$ cat src/rtl/fm_pkg.sv
package fm_pkg;

    typedef enum logic [1:0] {
        ST_CLEAR = 2'd0,
        ST_GATE  = 2'd1,
        ST_LATCH = 2'd2
    } fm_state_e;

    typedef enum logic [1:0] {
        RNG_LONG  = 2'd0,
        RNG_MID   = 2'd1,
        RNG_SHORT = 2'd2,
        RNG_ALIAS = 2'd3
    } fm_range_e;

endpackage

$ cat src/rtl/fm_edge_sync.sv
module fm_edge_sync #(
    parameter int SYNC_STAGES = 2
) (
    input  logic clk,
    input  logic rst_n,
    input  logic sig_i,
    output logic rise_o
);
    localparam int SH_W = SYNC_STAGES + 1;

    logic [SH_W-1:0] sh_d, sh_q;

    always_comb begin
        sh_d = {sh_q[SH_W-2:0], sig_i};
    end

    always_ff @(posedge clk) begin
        if (!rst_n) sh_q <= '0;
        else        sh_q <= sh_d;
    end

    assign rise_o = sh_q[SH_W-2] & ~sh_q[SH_W-1];

    AST_RISE_SINGLE: assert property (@(posedge clk) disable iff (!rst_n)
        rise_o |=> !rise_o);
endmodule

$ cat src/rtl/fm_gate_timer.sv
module fm_gate_timer
    import fm_pkg::*;
#(
    parameter int TMR_W      = 28,
    parameter int GATE_LONG  = 250_000_000,
    parameter int GATE_MID   = 25_000_000,
    parameter int GATE_SHORT = 2_500_000
) (
    input  logic             clk,
    input  logic             rst_n,
    input  logic             load_i,
    input  logic [1:0]       range_i,
    output logic             last_o
);
    localparam logic [TMR_W-1:0] LEN_LONG  = TMR_W'(GATE_LONG - 1);
    localparam logic [TMR_W-1:0] LEN_MID   = TMR_W'(GATE_MID - 1);
    localparam logic [TMR_W-1:0] LEN_SHORT = TMR_W'(GATE_SHORT - 1);

    logic [TMR_W-1:0] tmr_d, tmr_q;
    logic [TMR_W-1:0] len_sel;

    always_comb begin
        case (fm_range_e'(range_i))
            RNG_LONG: len_sel = LEN_LONG;
            RNG_MID:  len_sel = LEN_MID;
            default:  len_sel = LEN_SHORT;
        endcase
        tmr_d = tmr_q;
        if (load_i)            tmr_d = len_sel;
        else if (tmr_q != '0)  tmr_d = tmr_q - 1'b1;
    end

    always_ff @(posedge clk) begin
        if (!rst_n) tmr_q <= '0;
        else        tmr_q <= tmr_d;
    end

    assign last_o = (tmr_q == '0);

    AST_TMR_BOUND: assert property (@(posedge clk) disable iff (!rst_n)
        load_i |=> (tmr_q <= LEN_LONG || tmr_q <= LEN_MID || tmr_q <= LEN_SHORT));
endmodule

$ cat src/rtl/fm_pulse_acc.sv
module fm_pulse_acc #(
    parameter int CNT_W = 16
) (
    input  logic             clk,
    input  logic             rst_n,
    input  logic             clr_i,
    input  logic             inc_i,
    output logic [CNT_W-1:0] acc_o,
    output logic             sat_o
);
    localparam logic [CNT_W-1:0] ACC_MAX = '1;

    typedef struct packed {
        logic [CNT_W-1:0] acc;
        logic             ovf;
    } acc_s;

    acc_s r_d, r_q;

    always_comb begin
        r_d = r_q;
        if (clr_i) begin
            r_d.acc = '0;
            r_d.ovf = 1'b0;
        end else if (inc_i) begin
            if (r_q.acc == ACC_MAX) r_d.ovf = 1'b1;
            else                    r_d.acc = r_q.acc + 1'b1;
        end
    end

    always_ff @(posedge clk) begin
        if (!rst_n) r_q <= '0;
        else        r_q <= r_d;
    end

    assign acc_o = r_q.acc;
    assign sat_o = r_q.ovf;

    AST_OVF_AT_MAX: assert property (@(posedge clk) disable iff (!rst_n)
        sat_o |-> (acc_o == ACC_MAX));
    AST_SAT_HOLD: assert property (@(posedge clk) disable iff (!rst_n)
        (acc_o == ACC_MAX && !clr_i) |=> (acc_o == ACC_MAX));
    AST_IDLE_HOLD: assert property (@(posedge clk) disable iff (!rst_n)
        (!clr_i && !inc_i) |=> $stable(acc_o));
endmodule

$ cat src/rtl/gated_freq_meter.sv
module gated_freq_meter
    import fm_pkg::*;
#(
    parameter int CNT_W       = 16,
    parameter int GATE_LONG   = 250_000_000,
    parameter int GATE_MID    = 25_000_000,
    parameter int GATE_SHORT  = 2_500_000,
    parameter int SYNC_STAGES = 2
) (
    input  logic             clk,
    input  logic             rst_n,
    input  logic             sig_in,
    input  logic [1:0]       range_sel,
    output logic [CNT_W-1:0] count_o,
    output logic             ovf_o,
    output logic             valid_o
);
    localparam int TMR_W = $clog2(GATE_LONG + 1);

    typedef struct packed {
        fm_state_e        st;
        logic [CNT_W-1:0] cnt;
        logic             ovf;
        logic             vld;
    } ctl_s;

    ctl_s c_d, c_q;

    logic             rise;
    logic             gate_last;
    logic             gate_open;
    logic             acc_clr;
    logic [CNT_W-1:0] acc_val;
    logic             acc_sat;

    assign gate_open = (c_q.st == ST_GATE);
    assign acc_clr   = (c_q.st == ST_CLEAR);

    fm_edge_sync #(.SYNC_STAGES(SYNC_STAGES)) u_sync (
        .clk    (clk),
        .rst_n  (rst_n),
        .sig_i  (sig_in),
        .rise_o (rise)
    );

    fm_gate_timer #(
        .TMR_W      (TMR_W),
        .GATE_LONG  (GATE_LONG),
        .GATE_MID   (GATE_MID),
        .GATE_SHORT (GATE_SHORT)
    ) u_timer (
        .clk     (clk),
        .rst_n   (rst_n),
        .load_i  (acc_clr),
        .range_i (range_sel),
        .last_o  (gate_last)
    );

    fm_pulse_acc #(.CNT_W(CNT_W)) u_acc (
        .clk   (clk),
        .rst_n (rst_n),
        .clr_i (acc_clr),
        .inc_i (gate_open & rise),
        .acc_o (acc_val),
        .sat_o (acc_sat)
    );

    always_comb begin
        c_d     = c_q;
        c_d.vld = 1'b0;
        unique case (c_q.st)
            ST_CLEAR: c_d.st = ST_GATE;
            ST_GATE:  if (gate_last) c_d.st = ST_LATCH;
            ST_LATCH: begin
                c_d.st  = ST_CLEAR;
                c_d.cnt = acc_val;
                c_d.ovf = acc_sat;
                c_d.vld = 1'b1;
            end
            default:  c_d.st = ST_CLEAR;
        endcase
    end

    always_ff @(posedge clk) begin
        if (!rst_n) begin
            c_q.st  <= ST_CLEAR;
            c_q.cnt <= '0;
            c_q.ovf <= 1'b0;
            c_q.vld <= 1'b0;
        end else begin
            c_q <= c_d;
        end
    end

    assign count_o = c_q.cnt;
    assign ovf_o   = c_q.ovf;
    assign valid_o = c_q.vld;

    AST_VALID_PULSE: assert property (@(posedge clk) disable iff (!rst_n)
        valid_o |=> !valid_o);
    AST_HOLD_RESULT: assert property (@(posedge clk) disable iff (!rst_n)
        !valid_o |-> (count_o == $past(count_o) && ovf_o == $past(ovf_o)));
    AST_GATE_ONLY: assert property (@(posedge clk) disable iff (!rst_n)
        (acc_val != $past(acc_val) && !$past(acc_clr)) |-> $past(gate_open));
    AST_LATCH_AFTER_GATE: assert property (@(posedge clk) disable iff (!rst_n)
        $rose(valid_o) |-> ($past(c_q.st) == ST_LATCH));
endmodule

$ cat config.mk
export PLATFORM = sky130hd
export DESIGN_NAME = gated_freq_meter
export DESIGN_NICKNAME = d
export VERILOG_FILES = /design/src/rtl/fm_pkg.sv /design/src/rtl/fm_edge_sync.sv /design/src/rtl/fm_gate_timer.sv /design/src/rtl/fm_pulse_acc.sv /design/src/rtl/gated_freq_meter.sv
export SDC_FILE = /design/constraint.sdc
export NUM_CORES = 1
export LEC_CHECK = 0
export BUFFER_PORTS_ARGS = -buffer_cell sky130_fd_sc_hd__buf_2
export CORE_ASPECT_RATIO = 1.4
export CORE_UTILIZATION = 31
export CTS_CLUSTER_DIAMETER = 200
export DETAILED_ROUTE_END_ITERATION = 8
export GPL_ROUTABILITY_DRIVEN = 0
export HOLD_SLACK_MARGIN = 0.03
export PLACE_DENSITY = 0.42
export SYNTH_ARGS = -nofsm -noshare
export SYNTH_HDL_FRONTEND = slang
export SYNTH_SLANG_ARGS = --single-unit
$ cat constraint.sdc
create_clock -name clk -period 4.1 [get_ports clk]
set_input_delay 0.82 -clock clk [delete_from_list [all_inputs] [get_ports clk]]
set_output_delay 0.82 -clock clk [all_outputs]
set_load 0.01 [all_outputs]
## After elaboration in Yosys (flattened, before gate mapping)

Cells that the tools add are included.
W data, S select, Z words.

- Output and inout port bits: 18
- Bits of input ports: 5
- Register bits after elaboration: 68

- Equality and inequality tests: 5
- Reductions and logical operators: 8
- Bitwise gates (word level): 5
- $add $sub $neg: 2
- Multiplexer cells: 6

Operators with widths:

| kind | number |
|---|---|
| $mux W28 | 2 |
| $pmux W28 S2 | 1 |
| $logic_not A28 Y1 | 1 |
| $reduce_bool A28 Y1 | 1 |
| $sub A28 B1 Y28 const B | 1 |
| $add A16 B1 Y16 const B | 1 |
| $eq A16 B16 Y1 const B | 1 |
| $eq A2 B1 Y1 const B | 2 |
| $logic_not A2 Y1 | 2 |
| $pmux W2 S2 | 1 |
| $reduce_and A2 Y1 | 2 |
| $not A1 Y1 | 3 |
| $and A1 B1 Y1 | 2 |
| $eq A2 B2 Y1 const B | 1 |
| $mux W2 | 1 |
| $ne A2 B2 Y1 const B | 1 |
| $reduce_bool A2 Y1 | 1 |
| $reduce_or A2 Y1 | 1 |
| $mux W1 | 1 |

## Depth between registers and ports, before layout

Gate-level depths: netlist (run 1).

- Depth after elaboration: 4
- Mapped depth: 9

## Cells and area by module

Synthesis (run 1) repeated with hierarchy kept, for this count alone.

- Cells, all modules: 398
- Area, all modules: 3,482.1 um^2

Modules (own cells, without submodules):

| module | times used | area each (um^2) | cells an instance |
|---|---|---|---|
| fm_gate_timer | 1 | 1,566.5 | 185 |
| gated_freq_meter | 1 | 918.4 | 100 |
| fm_pulse_acc | 1 | 904.6 | 106 |
| fm_edge_sync | 1 | 92.6 | 7 |

## Worst setup path after synthesis (run 1)

Ideal clock, no wire load.

- Path kind: reg2reg
- From: register u_timer.tmr_q[0]
- To: register u_timer.tmr_q[18]
- Arrival: 1.872 ns
- Slack: 2.108 ns
- Cell stages (with the launch flop): 8
- Buffers on the path: 0
- Setup time: 0.120 ns
- Required time: 3.980 ns
- Cells stage by stage: dfxtp_1 -> inv_1 -> ha_1 -> nor3b_2 -> nand4_2 -> or3_1 -> o21a_1 -> o31a_1

- Cells in the longest elaborated chain, start to end: 3

Ends and longest elaborated chain:

| element | line | source |
|---|---|---|
| from (decl) | fm_gate_timer.sv:19 | `logic [TMR_W-1:0] tmr_d, tmr_q;` |
| from (signal assigned) | fm_gate_timer.sv:35 | `else tmr_q <= tmr_d;` |
| $sub A28 B1 Y28 | fm_gate_timer.sv:30 | `else if (tmr_q != '0) tmr_d = tmr_q - 1'b1;` |
| $mux W28 | fm_gate_timer.sv:30 |  |
| $mux W28 | fm_gate_timer.sv:29 | `if (load_i) tmr_d = len_sel;` |

Several ways; a longest one is shown, not always the timed one. The select of a mux whose other input is x is not followed.
A chain may end at the register's enable or synchronous reset.

## Worst setup path after layout (run 1)

Ends and elaborated chain as after synthesis.

==> metrics.txt, run 1 <==
status=complete, no violations; hold path start=count_o[1]; largest stage delay on the critical path=about 480 ps; Detailed Place HPWL=roughly 5.3 mm; Final Max Tran Viols=0; final period utilization=around 60%; fin crit period=~2400 ps; Slew @ Worst Pin=between 1000 and 1500 ps; Setup Total Neg Slack=0 ps; core area=~10000 sq um; Worst EP arrival=around 2700 ps; net count after synthesis=392; Min-Delay Path Class=flop to flop; drt wl/cell=14.7 um; port bufs=22; unrepaired setup endpoints after global routing=no; CTS H-Tree Depth=3; clk slew on worst S/H paths=roughly 60 ps; clk_lat worst skew=~340 ps; Worst slew margin=29.5%; TritonCTS Buffers=9; clock sink total=between 60 and 70; Die X=roughly 90 um; Setup crit end kind=flop; PostCTS Resize Cnt=0; Detailed Route WL=around 7.8 mm; startpoint type of the worst setup path=flop; Hold WS=between 400 and 500 ps; f_max=roughly 410 MHz; root buffer cell=clkbuf_16; final net count=~400; Max IR drop VDD=between 0.2 and 0.25 mV; crit-path max FO=9; layout cells sized above 1=between 10% and 20%; Critical Path Start=u_timer.tmr_q[0]; DRT iter0 DRCs=just over 70; die footprint=around 11000 sq um; initial antenna violation count=0; final hold violation count=0; Final setup viols=0; origin of the critical flop-to-flop path=u_timer.tmr_q[0]; Remaining Overflow, GRT=0; top cells by area, synth=dfxtp_1, nand2_1, xnor2_1; top_reg_cell synth=dfxtp_1; clock buffer depth=2; slowest CP cell=nor3b_2; first-pass GRT wire length=13.1 mm; maxcap violations=0; Post-Syn Area=around 3300 sq um; Pwr Total=between 1500 and 2000 uW; Pre-antenna DRT Iters=5; YS warnings=0; Netlist cell types=54; Via density=approximately 5.0; TritonCTS clock tree=yes; vias in the first global route=between 2000 and 3000; Setup Skew=roughly 8.2 ps; hold_buf cts=0; largest net degree at the start of global routing=40; share of the synthesized area in the top cell type=40.8%; area delta synth->final=11.7%; PwrDens=between 400 and 500 nW/um^2; number of flops mapped to enable cells by yosys=0; Synth Instances=roughly 380; Post-DRT Antenna Nets=0; post-CTS setup buffers=0; Setup CP Type=flop to flop; Die Height=125 um; worst path cell trace=inv_1 > ha_1 > nor3b_2 > nand4_2 > or3_1 > o21a_1 > o31a_1; row count=between 40 and 50; I/O Pins=23; Starting Density=between 30% and 40%; vias post-DR=between 2000 and 3000; Async S/R FF share, synth=0%; Yosys top cell by area=dfxtp_1; drc violations=0; Antenna diodes=0; Worst Path Required=4330 ps; #FFs+latches synth=68; Leakage Power=0.00126 uW; Avg Inst Size Synth=around 8.7 sq um; sequential fraction of the synthesis area=about 40%; gr usage total=approximately 15%
## state kept, by name, summed over array words and instances (netlist names)
signal	cells
u_timer.tmr_q	28
count_o	16
u_acc.acc_o	16
u_sync.sh_q	3
c_q	2
ovf_o	1
u_acc.sat_o	1
valid_o	1
## where the power goes
part / total [uW] / internal [uW] / switching (uW)
Sequential: 710 / 681 / 29.1
Clock: 730 / 411 / 319
Combinational: 131 / 55.6 / 75.1
Total: 1570 / 1150 / 423
## path summary, 6_finish.rpt
kind	slack, ps	cells past startpoint	end
hold / removal	460	2	count_o[1]
setup reg to reg	1680	7	u_timer.tmr_q[18]
setup / recovery	1680	7	u_timer.tmr_q[18]
hold reg to reg	460	2	count_o[1]
## synthesized netlist by cell type (2+ instances only)
cell type / number
ha_1: 3
or3_1: 7
inv_1: 4
clkbuf_1: 14
nand3_1: 12
nor3_1: 13
nand4b_1: 2
mux2i_1: 2
nor2b_1: 2
and3_1: 2
o21ai_1: 4
buf_4: 18
a211oi_1: 6
nor4_1: 9
or2_2: 2
nand2_1: 53
and2_1: 5
o21a_1: 7
dfxtp_1: 68
o21ai_0: 9
a21boi_1: 2
nor4_4: 4
o31a_1: 8
nand4_1: 8
nor2_1: 24
a21boi_0: 17
o211ai_1: 2
xnor2_1: 22
and4_1: 2
xor2_1: 5
a21oi_1: 25
## worst max-delay path: cells and delay by family (launching register included)
kind                     cells  cell delay, ps
AO/OA/AOI/OAI                2             430
adder cells (fa/ha/maj)      1             170
buffers and inverters        1             110
flip-flops                   1             320
AND/OR/NAND/NOR              3            1270
## cells by family after synthesis
group           synth area share (%)
simple gates                    26.6
compound gates                  17.6
flops                           40.8
buf+inv                         6.22
xor+xnor                        7.08
fa+ha+maj                       1.12
mux                            0.599
## per-layer routing
layer  share of wire (%)  GRT usage (%)  wire length, um  up-vias
li1                    -              -                -     1360
met1                  43           16.5             3360     1241
met2                  52           27.1             4060       32
met3                 2.3           2.69              182       13
met4                 2.2           7.23              174        0
met5                   0              0                0        -
## per-stage QoR
step           cell area [sq um]  util [%]  setup slack (ps)  std cells
4_1_cts                     3730      35.9              1560        530
2_1_floorplan               3340         -              2110        384
3_3_place_gp                3450      33.2              1610        514
5_1_grt                     3730      35.9              1450        530
6_report                    3730      35.9              1680        530
3_5_place_dp                3450      33.2              1580        514
## placed cells by master, fill, tap and decap left out, types with 2 or more instances in the layout
master / Yosys / layout
nand3_1: 12 / 12
and2_1: 5 / 5
nor2_1: 24 / 24
nand4b_1: 2 / 2
clkbuf_16: 0 / 9
o211ai_1: 2 / 2
and4_1: 2 / 2
clkinv_4: 0 / 3
ha_1: 3 / 3
xnor2_1: 22 / 22
o21ai_1: 4 / 4
a21boi_1: 2 / 2
dfxtp_1: 68 / 68
a21oi_1: 25 / 25
or3_1: 7 / 7
o31a_1: 8 / 8
nand2_1: 53 / 53
nor4_1: 9 / 9
and3_1: 2 / 2
o21ai_0: 9 / 9
nor4_4: 4 / 4
buf_4: 18 / 3
a21boi_0: 17 / 17
inv_1: 4 / 4
nor2b_1: 2 / 2
clkinvlp_4: 0 / 3
nand4_1: 8 / 8
or2_2: 2 / 2
nor3_1: 13 / 13
o21a_1: 7 / 7
xor2_1: 5 / 5
buf_2: 1 / 22
a211oi_1: 6 / 6
mux2i_1: 2 / 2
## final cells by class
type	instances	area (sq um)
Clock buffer	9	225
Clock inverter	7	53.8
Fill cell	1115	6670
Inverter	4	15.0
Multi-Input combinational cell	279	1770
Sequential cell	68	1360
Tap cell	138	173
Timing Repair Buffer	25	133
Note: power is estimated with default switching activity, not from simulation.
==> run 2: changes to the inputs <==
==> constraint.sdc (replaced) <==
create_clock -name clk -period 2.3 [get_ports clk]
set_input_delay 0.46 -clock clk [delete_from_list [all_inputs] [get_ports clk]]
set_output_delay 0.46 -clock clk [all_outputs]
set_load 0.01 [all_outputs]
==> run 2 against run 1 <==
  * Global-route usage up 0.55 points
  * Critical path type unchanged
  * Clock power rose by 77%
  * Sequential power grew 79%
  * Combinational power up 96%
  * Worst hold slack got worse by 120 ps
  * Critical path depth unchanged
  * Power rose by 79%
==> metrics.txt, run 2 (synthesized netlist as in run 1, its figures left out) <==
status=complete, no violations; fin util=37.0%; dpl cells=530; vias post-DR=2700; TritonCTS Buffers=9; DRT iter0 DRCs=86; vias in the first global route=about 2600; TritonCTS clock tree=yes; largest net degree at the start of global routing=29; drt wl/cell=14.6 um; Setup crit end kind=flop; I/O Pins=23; Finished Layout Cells=544; row count=between 40 and 50; Antenna diodes=0; startpoint type of the worst setup path=flop; Leakage Power=between 0.001 and 0.0015 uW; Setup Skew=around 6.4 ps; clock sink total=between 60 and 70; slowest CP cell=or3_1; Final setup viols=0; Slew @ Worst Pin=between 600 and 700 ps; root buffer cell=clkbuf_16; f_max=473 MHz; Worst slew margin=57.4%; crit-path max FO=14; hold_buf cts=0; maxcap violations=0; Setup CP Type=flop to flop; layout cells sized above 1=between 10% and 20%; die footprint=11200 sq um; unrepaired setup endpoints after global routing=no; clk_lat worst skew=330 ps; most frequent cells in the layout=dfxtp_1, nand2_1, a21oi_1; fin crit period=2110 ps; clk slew on worst S/H paths=about 50 ps; Worst EP arrival=2320 ps; PwrDens=730 nW/um^2; Top reg by flops=u_timer.tmr_q; Detailed Route WL=about 8 mm; Final Max Tran Viols=0; PostCTS Resize Cnt=0; Pre-antenna DRT Iters=6; core area=10400 sq um; Setup Total Neg Slack=0 ps; initial antenna violation count=0; clock buffer depth=2; area delta synth->final=15.2%; CTS H-Tree Depth=3; final hold violation count=0; port bufs=22; Die X=roughly 90 um; largest stage delay on the critical path=around 550 ps; Starting Density=around 32%; Max IR drop VDD=between 0.3 and 0.4 mV; final period utilization=between 90% and 100%; Via density=4.96; Design Area, Final=3850 sq um; Min-Delay Path Class=primary input to flop; post-CTS setup buffers=0; gr usage total=15.5%; first-pass GRT wire length=~13 mm; Pwr Total=between 2000 and 3000 uW; final net count=roughly 410; Remaining Overflow, GRT=0; Worst Path Required=2510 ps; worst path cell trace=inv_1 > ha_1 > nor4b_2 > nand3_2 > or3_1 > o21ai_4 > nor2_1; max reg flops=28; commonest non-fill, non-tap cell in the layout=dfxtp_1; Die Height=around 120 um; Post-DRT Antenna Nets=0; Placed Area=about 3600 sq um; drc violations=0; Detailed Place HPWL=~5.7 mm
[run 2: critical path, delay by kind of cell (launching register included)]
| kind | cells | cell delay [ps] |
|---|---|---|
| buffers and inverters | 1 | 110 |
| AND/OR/NAND/NOR | 4 | 950 |
| adder cells (fa/ha/maj) | 1 | 150 |
| AO/OA/AOI/OAI | 1 | 430 |
| flip-flops | 1 | 330 |
[run 2: cell type report]
| class | instances | area (sq um) |
|---|---|---|
| Fill cell | 1092 | 6560 |
| Multi-Input combinational cell | 279 | 1770 |
| Sequential cell | 68 | 1360 |
| Clock buffer | 12 | 267 |
| Timing Repair Buffer | 41 | 253 |
| Tap cell | 138 | 173 |
| Inverter | 4 | 15.0 |
| Clock inverter | 2 | 10.0 |
[run 2: final timing paths]
path | depth (start not counted) | from | end | slack (ps)
worst max-delay path | 7 | u_timer.tmr_q[0] | u_timer.tmr_q[5] | 190
worst min-delay path | 2 | sig_in | u_sync.sh_q[0] | 330
worst max register to register | 7 | u_timer.tmr_q[0] | u_timer.tmr_q[5] | 190
worst min register to register | 1 | u_sync.sh_q[0] | u_sync.sh_q[1] | 440
[run 2: layer usage]
layer	wire (um)	vias up	GRT usage, %
met2	4140	41	28.4
met3	214	11	4.33
li1	-	1390	-
met1	3400	1258	16.4
met4	167	0	6.36
met5	0	-	0
[run 2: where the power goes]
part / switching [uW] / internal (uW) / leakage (uW)
Sequential: 49.9 / 1220 / 0.000554
Combinational: 140 / 117 / 0.000658
Clock: 486 / 801 / 0.000140
Total: 675 / 2130 / 0.00135
[run 2: through the flow]
step	hold slack (ps)	worst slack, ps
floorplan	412	308
detailed placement	422	210
global route	319	21.7
CTS	322	181
finish	334	188
global placement	432	248
==> run 3: changes to the inputs <==
--- a/config.mk
+++ b/config.mk
@@ -8,6 +8,7 @@
 export BUFFER_PORTS_ARGS = -buffer_cell sky130_fd_sc_hd__buf_2
 export CORE_ASPECT_RATIO = 1.4
 export CORE_UTILIZATION = 31
+export CTS_BUF_LIST = sky130_fd_sc_hd__clkbuf_4
 export CTS_CLUSTER_DIAMETER = 200
 export DETAILED_ROUTE_END_ITERATION = 8
 export GPL_ROUTABILITY_DRIVEN = 0
==> run 3 against run 2 <==
  * Combinational power about the same
  * Sequential power hardly changed
  * Clock skew grew 5.4 ps
  * Non-clock buffer count unchanged
  * Power shrank 24%
  * Via count hardly changed
  * Routed wire length down 0.19%
  * First-iteration DRC count shrank 5.8%
  * Global-route usage down 0.12 points
==> metrics.txt, run 3 (synthesized netlist as in run 1, its figures left out) <==
status=complete, no violations; Die X=89.7 um; Worst Slack Setup Final=~180 ps; Via density=between 4 and 5; final net count=about 410; CTS H-Tree Depth=3; most frequent cells in the layout=dfxtp_1, nand2_1, a21oi_1; vias post-DR=about 2700; clk slew on worst S/H paths=approximately 110 ps; f_max=~470 MHz; Detailed Place HPWL=~5.7 mm; PwrDens=583 nW/um^2; crit-path max FO=14; startpoint type of the worst setup path=flop; Antenna diodes=0; Internal Power=approximately 1500 uW; Worst Path Required=2610 ps; TritonCTS Buffers=9; Final setup viols=0; DRT iter0 DRCs=~80; Slew @ Worst Pin=about 630 ps; PostCTS Resize Cnt=0; commonest non-fill, non-tap cell in the layout=dfxtp_1; hold_buf cts=0; post-CTS setup buffers=0; Detailed Route WL=just under 8 mm; Place WS=210 ps; TritonCTS clock tree=yes; largest net degree at the start of global routing=29; Setup Skew=approximately 12 ps; Top reg by flops=u_timer.tmr_q; I/O Pins=23; fin crit period=2120 ps; Pre-antenna DRT Iters=6; filler instances=~1100; Worst EP arrival=approximately 2400 ps; Leakage Power=about 0.0013 uW; switching share of power=between 20% and 30%; Setup crit end kind=flop; first-pass GRT wire length=approximately 13 mm; unrepaired setup endpoints after global routing=no; vias in the first global route=~2600; Remaining Overflow, GRT=0; initial antenna violation count=0; clock sink total=68; Max IR drop VDD=roughly 0.22 mV; multi-input logic area=between 1500 and 2000 sq um; die footprint=around 11000 sq um; fin util=35.2%; Final Max Tran Viols=0; Setup CP Type=flop to flop; core area=10400 sq um; port bufs=22; Logic pwr share=between 10% and 20%; Post-DRT Antenna Nets=0; Setup Total Neg Slack=0 ps; Worst slew margin=between 50 and 60%; max reg flops=28; Die Height=roughly 120 um; Sequential cell area=1360 sq um; NetSw=about 610 uW; clock power share=between 20% and 30%; drt wl/cell=between 10 and 15 um; maxcap violations=0; clock buffer depth=2; area delta synth->final=9.63%; clk_lat worst skew=420 ps; drc violations=0; root buffer cell=clkbuf_4; final period utilization=92.2%; final hold violation count=0; layout cells sized above 1=around 16%; row count=44; part of the power in registers=about three fifths; Min-Delay Path Class=primary input to flop; Starting Density=32.1%; gr usage total=approximately 15%
==> run 3: changes by cell type in the layout (fill, tap and decap cells not counted) <==
cell,change
clkbuf_16,-9
clkbuf_8,-3
clkbuf_4,+9
clkinv_1,+3
==> run 3: per-stage QoR <==
step	instances	area, sq um	hold WS [ps]	total power (uW)
final	544	3660	236	2140
after global routing	544	3660	198	2260
after detailed placement	530	3570	422	1550
after CTS	544	3660	202	2180
after floorplan	384	3340	412	1470
after global placement	530	3570	432	1550
==> run 3: worst paths after layout <==
kind | depth (start not counted) | to | slack (ps) | from
hold reg to reg | 1 | u_sync.sh_q[1] | 450 | u_sync.sh_q[0]
setup reg to reg | 7 | u_timer.tmr_q[5] | 180 | u_timer.tmr_q[0]
setup / recovery | 7 | u_timer.tmr_q[5] | 180 | u_timer.tmr_q[0]
hold / removal | 2 | u_sync.sh_q[0] | 240 | sig_in
==> run 3: worst max-delay path, stage by stage, from the launching register on <==
cell     delay, ps
dfxtp_1        350
inv_1          120
ha_1           150
nor4b_2        210
nand3_2        100
or3_1          550
o21ai_4        430
nor2_1          90
==> run 3: per-layer routing <==
layer | track usage, % | up-vias | share of wire (%)
li1 | - | 1395 | -
met5 | 0 | - | 0
met3 | 3.60 | 14 | 2.9
met1 | 16.4 | 1253 | 43
met2 | 28.4 | 40 | 52
met4 | 6.65 | 0 | 1.9
==> run 3: layout make-up <==
type                            instances  share of cell area, %
Clock buffer                            9                   1.85
Clock inverter                          5                  0.581
Inverter                                4                  0.410
Multi-Input combinational cell        279                   48.4
Sequential cell                        68                   37.2
Tap cell                              138                   4.72
Timing Repair Buffer                   41                   6.90
==> run 3: power by group through the flow <==
stage / clock network [uW] / logic (uW) / registers (uW)
floorplan: 0 / 187 / 1280
global placement: 0 / 260 / 1290
detailed placement: 0 / 259 / 1290
CTS: 653 / 261 / 1260
global route: 701 / 288 / 1270
finish: 616 / 257 / 1260
